===== src/rtl/woi_pkg.sv =====
package woi_pkg;

    localparam int ROW_W   = 11;           // row address / height width
    localparam int COL_W   = 11;           // column address / width width
    localparam int SH_W    = 8;            // sample-hold width field
    localparam int INT_W   = 13;           // exposure field
    localparam int PER_W   = COL_W + 2;    // row-period clock counter
    localparam int SEQ_W   = INT_W + 1;    // row index within a sequence
    localparam int ROW_OVH = 19;           // fixed clocks per row period

    typedef enum logic {
        ST_IDLE,
        ST_RUN
    } scan_st_e;

    // geometry as captured at a frame start, only what the scan needs
    typedef struct packed {
        logic [ROW_W-1:0] row_start;
        logic [COL_W-1:0] col_start;
        logic [ROW_W-1:0] height;
        logic [COL_W-1:0] width;
        logic [1:0]       sub_row;
        logic [1:0]       sub_col;
        logic             single;
        logic             strobe_on;
    } scan_geom_t;

    function automatic logic [SEQ_W-1:0] larger_of(input logic [SEQ_W-1:0] a,
                                                   input logic [SEQ_W-1:0] b);
        return (a > b) ? a : b;
    endfunction

    // tile keep test: bits f..1 of the offset must be zero
    function automatic logic tile_keep(input logic [3:0] off, input logic [1:0] f);
        case (f)
            2'd0:    return 1'b1;
            2'd1:    return off[1] == 1'b0;
            2'd2:    return off[2:1] == 2'b00;
            default: return off[3:1] == 3'b000;
        endcase
    endfunction

endpackage


===== src/rtl/woi_cfg_latch.sv =====
module woi_cfg_latch
    import woi_pkg::*;
(
    input  logic             clk,
    input  logic             rst,
    input  logic             load,
    input  logic [ROW_W-1:0] row_start,
    input  logic [COL_W-1:0] col_start,
    input  logic [ROW_W-1:0] height,
    input  logic [COL_W-1:0] width,
    input  logic [ROW_W-1:0] depth,
    input  logic [COL_W-1:0] vwidth,
    input  logic [SH_W-1:0]  shs,
    input  logic [SH_W-1:0]  shr,
    input  logic [1:0]       sub_row,
    input  logic [1:0]       sub_col,
    input  logic [INT_W-1:0] int_rows,
    input  logic             single,
    input  logic             strobe_on,
    output scan_geom_t       geom_q,
    output logic [SEQ_W-1:0] rows_q,
    output logic [SEQ_W-1:0] seq_len_q,
    output logic [SEQ_W-1:0] int_q,
    output logic [PER_W-1:0] period_q
);

    logic [SEQ_W-1:0] dep_eff, wid_eff, rows_n, int_raw, int_n, seq_n;
    logic [PER_W-1:0] period_n;
    scan_geom_t       geom_n;

    always_comb begin
        dep_eff  = larger_of(SEQ_W'(depth), SEQ_W'(height));
        wid_eff  = larger_of(SEQ_W'(vwidth), SEQ_W'(width));
        rows_n   = dep_eff + SEQ_W'(1);
        int_raw  = SEQ_W'(int_rows);
        // free-running: exposure cannot exceed one frame less a row
        int_n    = (!single && int_raw > dep_eff) ? dep_eff : int_raw;
        seq_n    = single ? (int_n + rows_n) : rows_n;
        period_n = PER_W'(wid_eff) + PER_W'(shs) + PER_W'(shr) + PER_W'(ROW_OVH);
        geom_n   = '{row_start: row_start, col_start: col_start,
                     height: height, width: width,
                     sub_row: sub_row, sub_col: sub_col,
                     single: single, strobe_on: strobe_on};
    end

    always_ff @(posedge clk) begin
        if (rst) begin
            geom_q    <= '0;
            rows_q    <= SEQ_W'(1);
            seq_len_q <= SEQ_W'(1);
            int_q     <= '0;
            period_q  <= PER_W'(ROW_OVH);
        end else if (load) begin
            geom_q    <= geom_n;
            rows_q    <= rows_n;
            seq_len_q <= seq_n;
            int_q     <= int_n;
            period_q  <= period_n;
        end
    end

endmodule


===== src/rtl/woi_col_timer.sv =====
module woi_col_timer
    import woi_pkg::*;
(
    input  logic             clk,
    input  logic             rst,
    input  logic             run,
    input  logic [PER_W-1:0] period,
    output logic [PER_W-1:0] col_cnt,
    output logic             row_end
);

    assign row_end = run && (col_cnt == period - PER_W'(1));

    always_ff @(posedge clk) begin
        if (rst || !run)  col_cnt <= '0;
        else if (row_end) col_cnt <= '0;
        else              col_cnt <= col_cnt + PER_W'(1);
    end

endmodule


===== src/rtl/woi_row_seq.sv =====
module woi_row_seq
    import woi_pkg::*;
(
    input  logic             clk,
    input  logic             rst,
    input  logic             run,
    input  logic             row_end,
    input  logic [SEQ_W-1:0] seq_len,
    output logic [SEQ_W-1:0] row_idx,
    output logic             frame_end
);

    logic last_row;

    assign last_row  = (row_idx == seq_len - SEQ_W'(1));
    assign frame_end = row_end && last_row;

    always_ff @(posedge clk) begin
        if (rst || !run)    row_idx <= '0;
        else if (frame_end) row_idx <= '0;
        else if (row_end)   row_idx <= row_idx + SEQ_W'(1);
    end

endmodule


===== src/rtl/woi_scan_gen.sv =====
module woi_scan_gen
    import woi_pkg::*;
(
    input  logic             clk,
    input  logic             rst,
    input  logic [ROW_W-1:0] win_row_start,
    input  logic [COL_W-1:0] win_col_start,
    input  logic [ROW_W-1:0] win_height,
    input  logic [COL_W-1:0] win_width,
    input  logic [ROW_W-1:0] virt_depth,
    input  logic [COL_W-1:0] virt_width,
    input  logic [SH_W-1:0]  shs_width,
    input  logic [SH_W-1:0]  shr_width,
    input  logic [1:0]       row_skip,
    input  logic [1:0]       col_skip,
    input  logic [INT_W-1:0] int_rows,
    input  logic             single_mode,
    input  logic             strobe_en,
    input  logic             sync_in,
    input  logic             stop_req,
    output logic             rd_en,
    output logic [ROW_W-1:0] row_addr,
    output logic [COL_W-1:0] col_addr,
    output logic             rst_en,
    output logic [ROW_W-1:0] rst_row,
    output logic             frame_done,
    output logic             strobe
);

    scan_st_e         st_q;
    scan_geom_t       geom_q;
    logic [SEQ_W-1:0] rows_q, seq_len_q, int_q, row_idx;
    logic [PER_W-1:0] period_q, col_cnt;
    logic             run, row_end, frame_end, start_idle, keep_going, load;

    assign run        = (st_q == ST_RUN);
    assign start_idle = !run && (single_mode ? sync_in : !stop_req);
    assign keep_going = !geom_q.single && !stop_req;
    assign load       = start_idle || (frame_end && keep_going);

    always_ff @(posedge clk) begin
        if (rst) begin
            st_q <= ST_IDLE;
        end else begin
            case (st_q)
                ST_IDLE: if (start_idle)               st_q <= ST_RUN;
                default: if (frame_end && !keep_going) st_q <= ST_IDLE;
            endcase
        end
    end

    woi_cfg_latch u_cfg (
        .clk       (clk),
        .rst       (rst),
        .load      (load),
        .row_start (win_row_start),
        .col_start (win_col_start),
        .height    (win_height),
        .width     (win_width),
        .depth     (virt_depth),
        .vwidth    (virt_width),
        .shs       (shs_width),
        .shr       (shr_width),
        .sub_row   (row_skip),
        .sub_col   (col_skip),
        .int_rows  (int_rows),
        .single    (single_mode),
        .strobe_on (strobe_en),
        .geom_q    (geom_q),
        .rows_q    (rows_q),
        .seq_len_q (seq_len_q),
        .int_q     (int_q),
        .period_q  (period_q)
    );

    woi_col_timer u_col (
        .clk     (clk),
        .rst     (rst),
        .run     (run),
        .period  (period_q),
        .col_cnt (col_cnt),
        .row_end (row_end)
    );

    woi_row_seq u_row (
        .clk       (clk),
        .rst       (rst),
        .run       (run),
        .row_end   (row_end),
        .seq_len   (seq_len_q),
        .row_idx   (row_idx),
        .frame_end (frame_end)
    );

    logic [SEQ_W-1:0] hgt, rs_sum, rs_off, rd_off;
    logic             rd_row_ok, rs_ok, col_ok;

    always_comb begin
        hgt    = SEQ_W'(geom_q.height);
        rs_sum = row_idx + int_q;
        if (geom_q.single) begin
            rs_off    = row_idx;
            rd_off    = row_idx - int_q;
            rd_row_ok = (row_idx >= int_q) && (rd_off < hgt);
        end else begin
            rs_off    = (rs_sum >= rows_q) ? (rs_sum - rows_q) : rs_sum;
            rd_off    = row_idx;
            rd_row_ok = (row_idx < hgt);
        end
        rd_row_ok = rd_row_ok && tile_keep(rd_off[3:0], geom_q.sub_row);
        rs_ok     = (rs_off < hgt) && tile_keep(rs_off[3:0], geom_q.sub_row);
        col_ok    = (col_cnt < PER_W'(geom_q.width)) &&
                    tile_keep(col_cnt[3:0], geom_q.sub_col);
    end

    assign rd_en      = run && rd_row_ok && col_ok;
    assign row_addr   = rd_en ? (geom_q.row_start + rd_off[ROW_W-1:0]) : '0;
    assign col_addr   = rd_en ? (geom_q.col_start + col_cnt[COL_W-1:0]) : '0;
    assign rst_en     = run && (col_cnt == '0) && rs_ok;
    assign rst_row    = rst_en ? (geom_q.row_start + rs_off[ROW_W-1:0]) : '0;
    assign frame_done = frame_end;
    assign strobe     = run && geom_q.single && geom_q.strobe_on &&
                        (row_idx >= hgt) && ((row_idx + SEQ_W'(1)) < int_q);

endmodule


===== config.mk =====
export PLATFORM = sky130hd
export DESIGN_NAME = woi_scan_gen
export DESIGN_NICKNAME = d
export VERILOG_FILES = /design/src/rtl/woi_pkg.sv /design/src/rtl/woi_cfg_latch.sv /design/src/rtl/woi_col_timer.sv /design/src/rtl/woi_row_seq.sv /design/src/rtl/woi_scan_gen.sv
export SDC_FILE = /design/constraint.sdc
export NUM_CORES = 1
export LEC_CHECK = 0
export BUFFER_PORTS_ARGS = -buffer_cell sky130_fd_sc_hd__buf_2
export CORE_MARGIN = 3
export CORE_UTILIZATION = 25
export DETAILED_ROUTE_END_ITERATION = 8
export GPL_ROUTABILITY_DRIVEN = 0
export SETUP_SLACK_MARGIN = 0.5
export SYNTH_ARGS = -nofsm -noshare
export SYNTH_HDL_FRONTEND = slang
export SYNTH_SLANG_ARGS = --single-unit

===== constraint.sdc =====
create_clock -name clk -period 10.65 [get_ports clk]
set_input_delay 2.13 -clock clk [delete_from_list [all_inputs] [get_ports clk]]
set_output_delay 2.13 -clock clk [all_outputs]
set_load 0.005 [all_outputs]

==> metrics.yaml <==
clock_network:
  cts_root_buf: "clkbuf_16"
  tritoncts: "done"
  clock-sinks: 129
  cts.clk_slew.worst_paths_ps: 60
  cts_buffers: 17
  clock_latency_ps: 430
  clock_path_buffers: 2
  cts_max_level: 4
  hold_buffers: 0
final_layout:
  drive_gt1_share_pct: 11.91
  fin_nets: 2155
  fin_area_um2: 15240
  area_delta_synth_final_pct: 15.04
  antenna_cells: 0
global_routing:
  grt_start_max_net_pins: 93
  grt_pass1_vias: 12327
  grt_antenna_before_repair: 0
  grt_pass1_wl_mm: 65.94
  grt_usage_pct: 14.55
  overflow: 0
floorplan:
  die_w_um: 236.2
  ios: 142
  num_rows: 83
  core_region_area_um2: 51820
  die_area_um2: 55780
  initial_core_util_pct: 25.56
  die_y_um: 236.2
detailed_routing:
  drt-total-wl_mm: 41.71
  drt-pass1-iter-count: 5
  ant_nets: 0
  vias: 12579
  vias_per_cell: 4.960
  drtIter0Drc: 840
  post_drt_wl_per_cell_um: 16.45
  remaining_drc_errors: 0
yosys:
  synth_cell_types: 74
  syn_area_um2: 13250
  yosysWarnings: 0
  synth_cells: 1747
  synthFlopType: "dfxtp_1"
  yosysSeqAreaShare_pct: 19.50
  synth_edf_count: 0
  syn_area_per_cell_um2: 7.582
  synth.net_count: 2059
  synth-seq-cells: 129
  synthArstFlopShare_pct: 0
worst_hold_path:
  hold_path_class: "register to register"
sta:
  fmax_mhz: 102.8
  period_share_pct: 91.34
  slew_headroom_pct: 20.80
  rsz0062_at_grt: "no"
  final.setup.tns_ps: 0
  finalHoldViolCount: 0
  setup_ws_ps: 922.3
  skew_ps: 8.141
  setup_viol_count_final: 0
  tightest_slew_ps: 1178
  maxSlewViolCount: 0
  final_period_minus_worst_setup_slack_ps: 9728
  hold_ws_ps: 450.4
worst_setup_path:
  cp_slowest_stage_delay_ps: 600
  path_class: "register to primary output"
  crit_slowest_cell: "or4b_2"
  cp.required_ps: 8520
  cp_max_fo: 12
  critPathLaunchType: "register"
  critPathCaptureType: "primary output"
  cp.arrival_ps: 7600
run:
  maxCapViolCount: 0
placement:
  io_buffers: 141
  dp_worst_setup_slack_ps: 1055
  hpwl_mm: 33.98
  placed_area_um2: 14560
power:
  powerDensity_nw_per_um2: 137.5
  ir_worst_vdd_mv: 0.08724
  leakage_uw: 0.006906
status:
  status: "completed"
==> logic make-up after synthesis <==
| kind of cell | after synthesis | share of synthesized area, % |
|---|---|---|
| DFF | 129 | 19.50 |
| buffers and inverters | 222 | 6.461 |
| and+or+nand+nor | 591 | 21.38 |
| xor gates and xnor gates | 144 | 9.522 |
| adders and majority gates | 207 | 20.40 |
| muxes | 33 | 2.598 |
| AOI/OAI and AO/OA | 421 | 20.14 |
==> final cells by class <==
| class | instances | area [um2] |
|---|---|---|
| Multi-Input combinational cell | 1396 | 9834 |
| Timing Repair Buffer | 155 | 825.8 |
| Clock buffer | 21 | 470.5 |
| Sequential cell | 129 | 2586 |
| Tap cell | 680 | 850.8 |
| Clock inverter | 11 | 128.9 |
| Fill cell | 5519 | 36580 |
| Inverter | 144 | 540.5 |
==> per-layer routing <==
metal  global-route usage [%]  up-vias  wire length [um]
li1                         -     6277                 -
met1                    19.47     5924             19610
met2                    23.98      310             19230
met3                    1.906       68              1602
met4                    5.204        0              1273
met5                        0        -                 0
==> synth_stat cells, types with 21 or more instances <==
cell	instances	area (um2)
nand2_1	233	874.6
ha_1	192	2402
a21oi_1	171	855.8
inv_1	143	536.8
dfxtp_1	129	2582
nor2_1	125	469.2
xnor2_1	84	735.7
xor2_1	60	525.5
o21ai_0	57	285.3
clkbuf_1	55	206.5
and3_1	45	281.5
a21o_1	34	255.2
o21a_1	34	255.2
nor3_1	30	150.1
a211oi_1	29	217.7
nand3_1	29	145.1
nor2b_1	29	181.4
mux2i_1	22	220.2
nand4_1	21	131.4
==> critical path: cells and delay by family, from the launching register on <==
kind / cells / cell delay, ps
multiplexers: 1 / 230
flip-flops: 1 / 570
AND/OR/NAND/NOR: 6 / 1480
buffers and inverters: 2 / 270
AO/OA/AOI/OAI: 13 / 2960
XOR/XNOR: 1 / 150
adder cells (fa/ha/maj): 5 / 1490
==> power by group <==
| part | internal, uW | switching [uW] |
|---|---|---|
| clock network | 364 | 234 |
| registers | 520 | 41.6 |
| logic | 402 | 534 |
==> sequential cells by signal, summed over array words and instances (netlist names) <==
name and count:
u_cfg.seq_len_q 14, u_cfg.rows_q 12, u_row.row_idx 14, u_col.col_cnt 13, u_cfg.period_q 12, u_cfg.geom_q 50, run 1, u_cfg.int_q 13
==> layout by cell type (no fill, tap or decap), drive strengths merged, types with 22 or more instances in the layout <==
master / instances
inv: 145
nor2: 127
mux2i: 22
o21a: 34
dfxtp: 129
xnor2: 84
nor3: 33
xor2: 60
a21o: 34
nor2b: 29
nand3: 29
o21ai: 60
a211oi: 29
and3: 45
a21oi: 171
nand2: 233
ha: 192
buf: 155
==> repair_timing <==
item	CTS	global route
buffers inserted	0	6
gates resized for setup	0	6
endpoints found under the setup margin	0	1
==> metrics by stage <==
stage                     cells  utilization [%]  total power, uW
after floorplan            1747                -             1238
after global placement     2498            28.10             1456
after detailed placement   2498            28.10             1477
after CTS                  2530            29.26             2080
after global routing       2536            29.40             2240
final                      2536            29.40             2096
==> final timing paths <==
path                                         from                 end  slack [ps]  cells past startpoint
worst max register to register  u_cfg.period_q[0]  u_cfg.period_q[11]        6280                     13
worst min-delay path             u_cfg.geom_q[18]    u_cfg.geom_q[18]         450                      2
worst min register to register   u_cfg.geom_q[18]    u_cfg.geom_q[18]         450                      2
worst max-delay path             u_row.row_idx[0]         rst_row[10]         920                     28
Note: power is estimated with default switching activity, not from simulation.
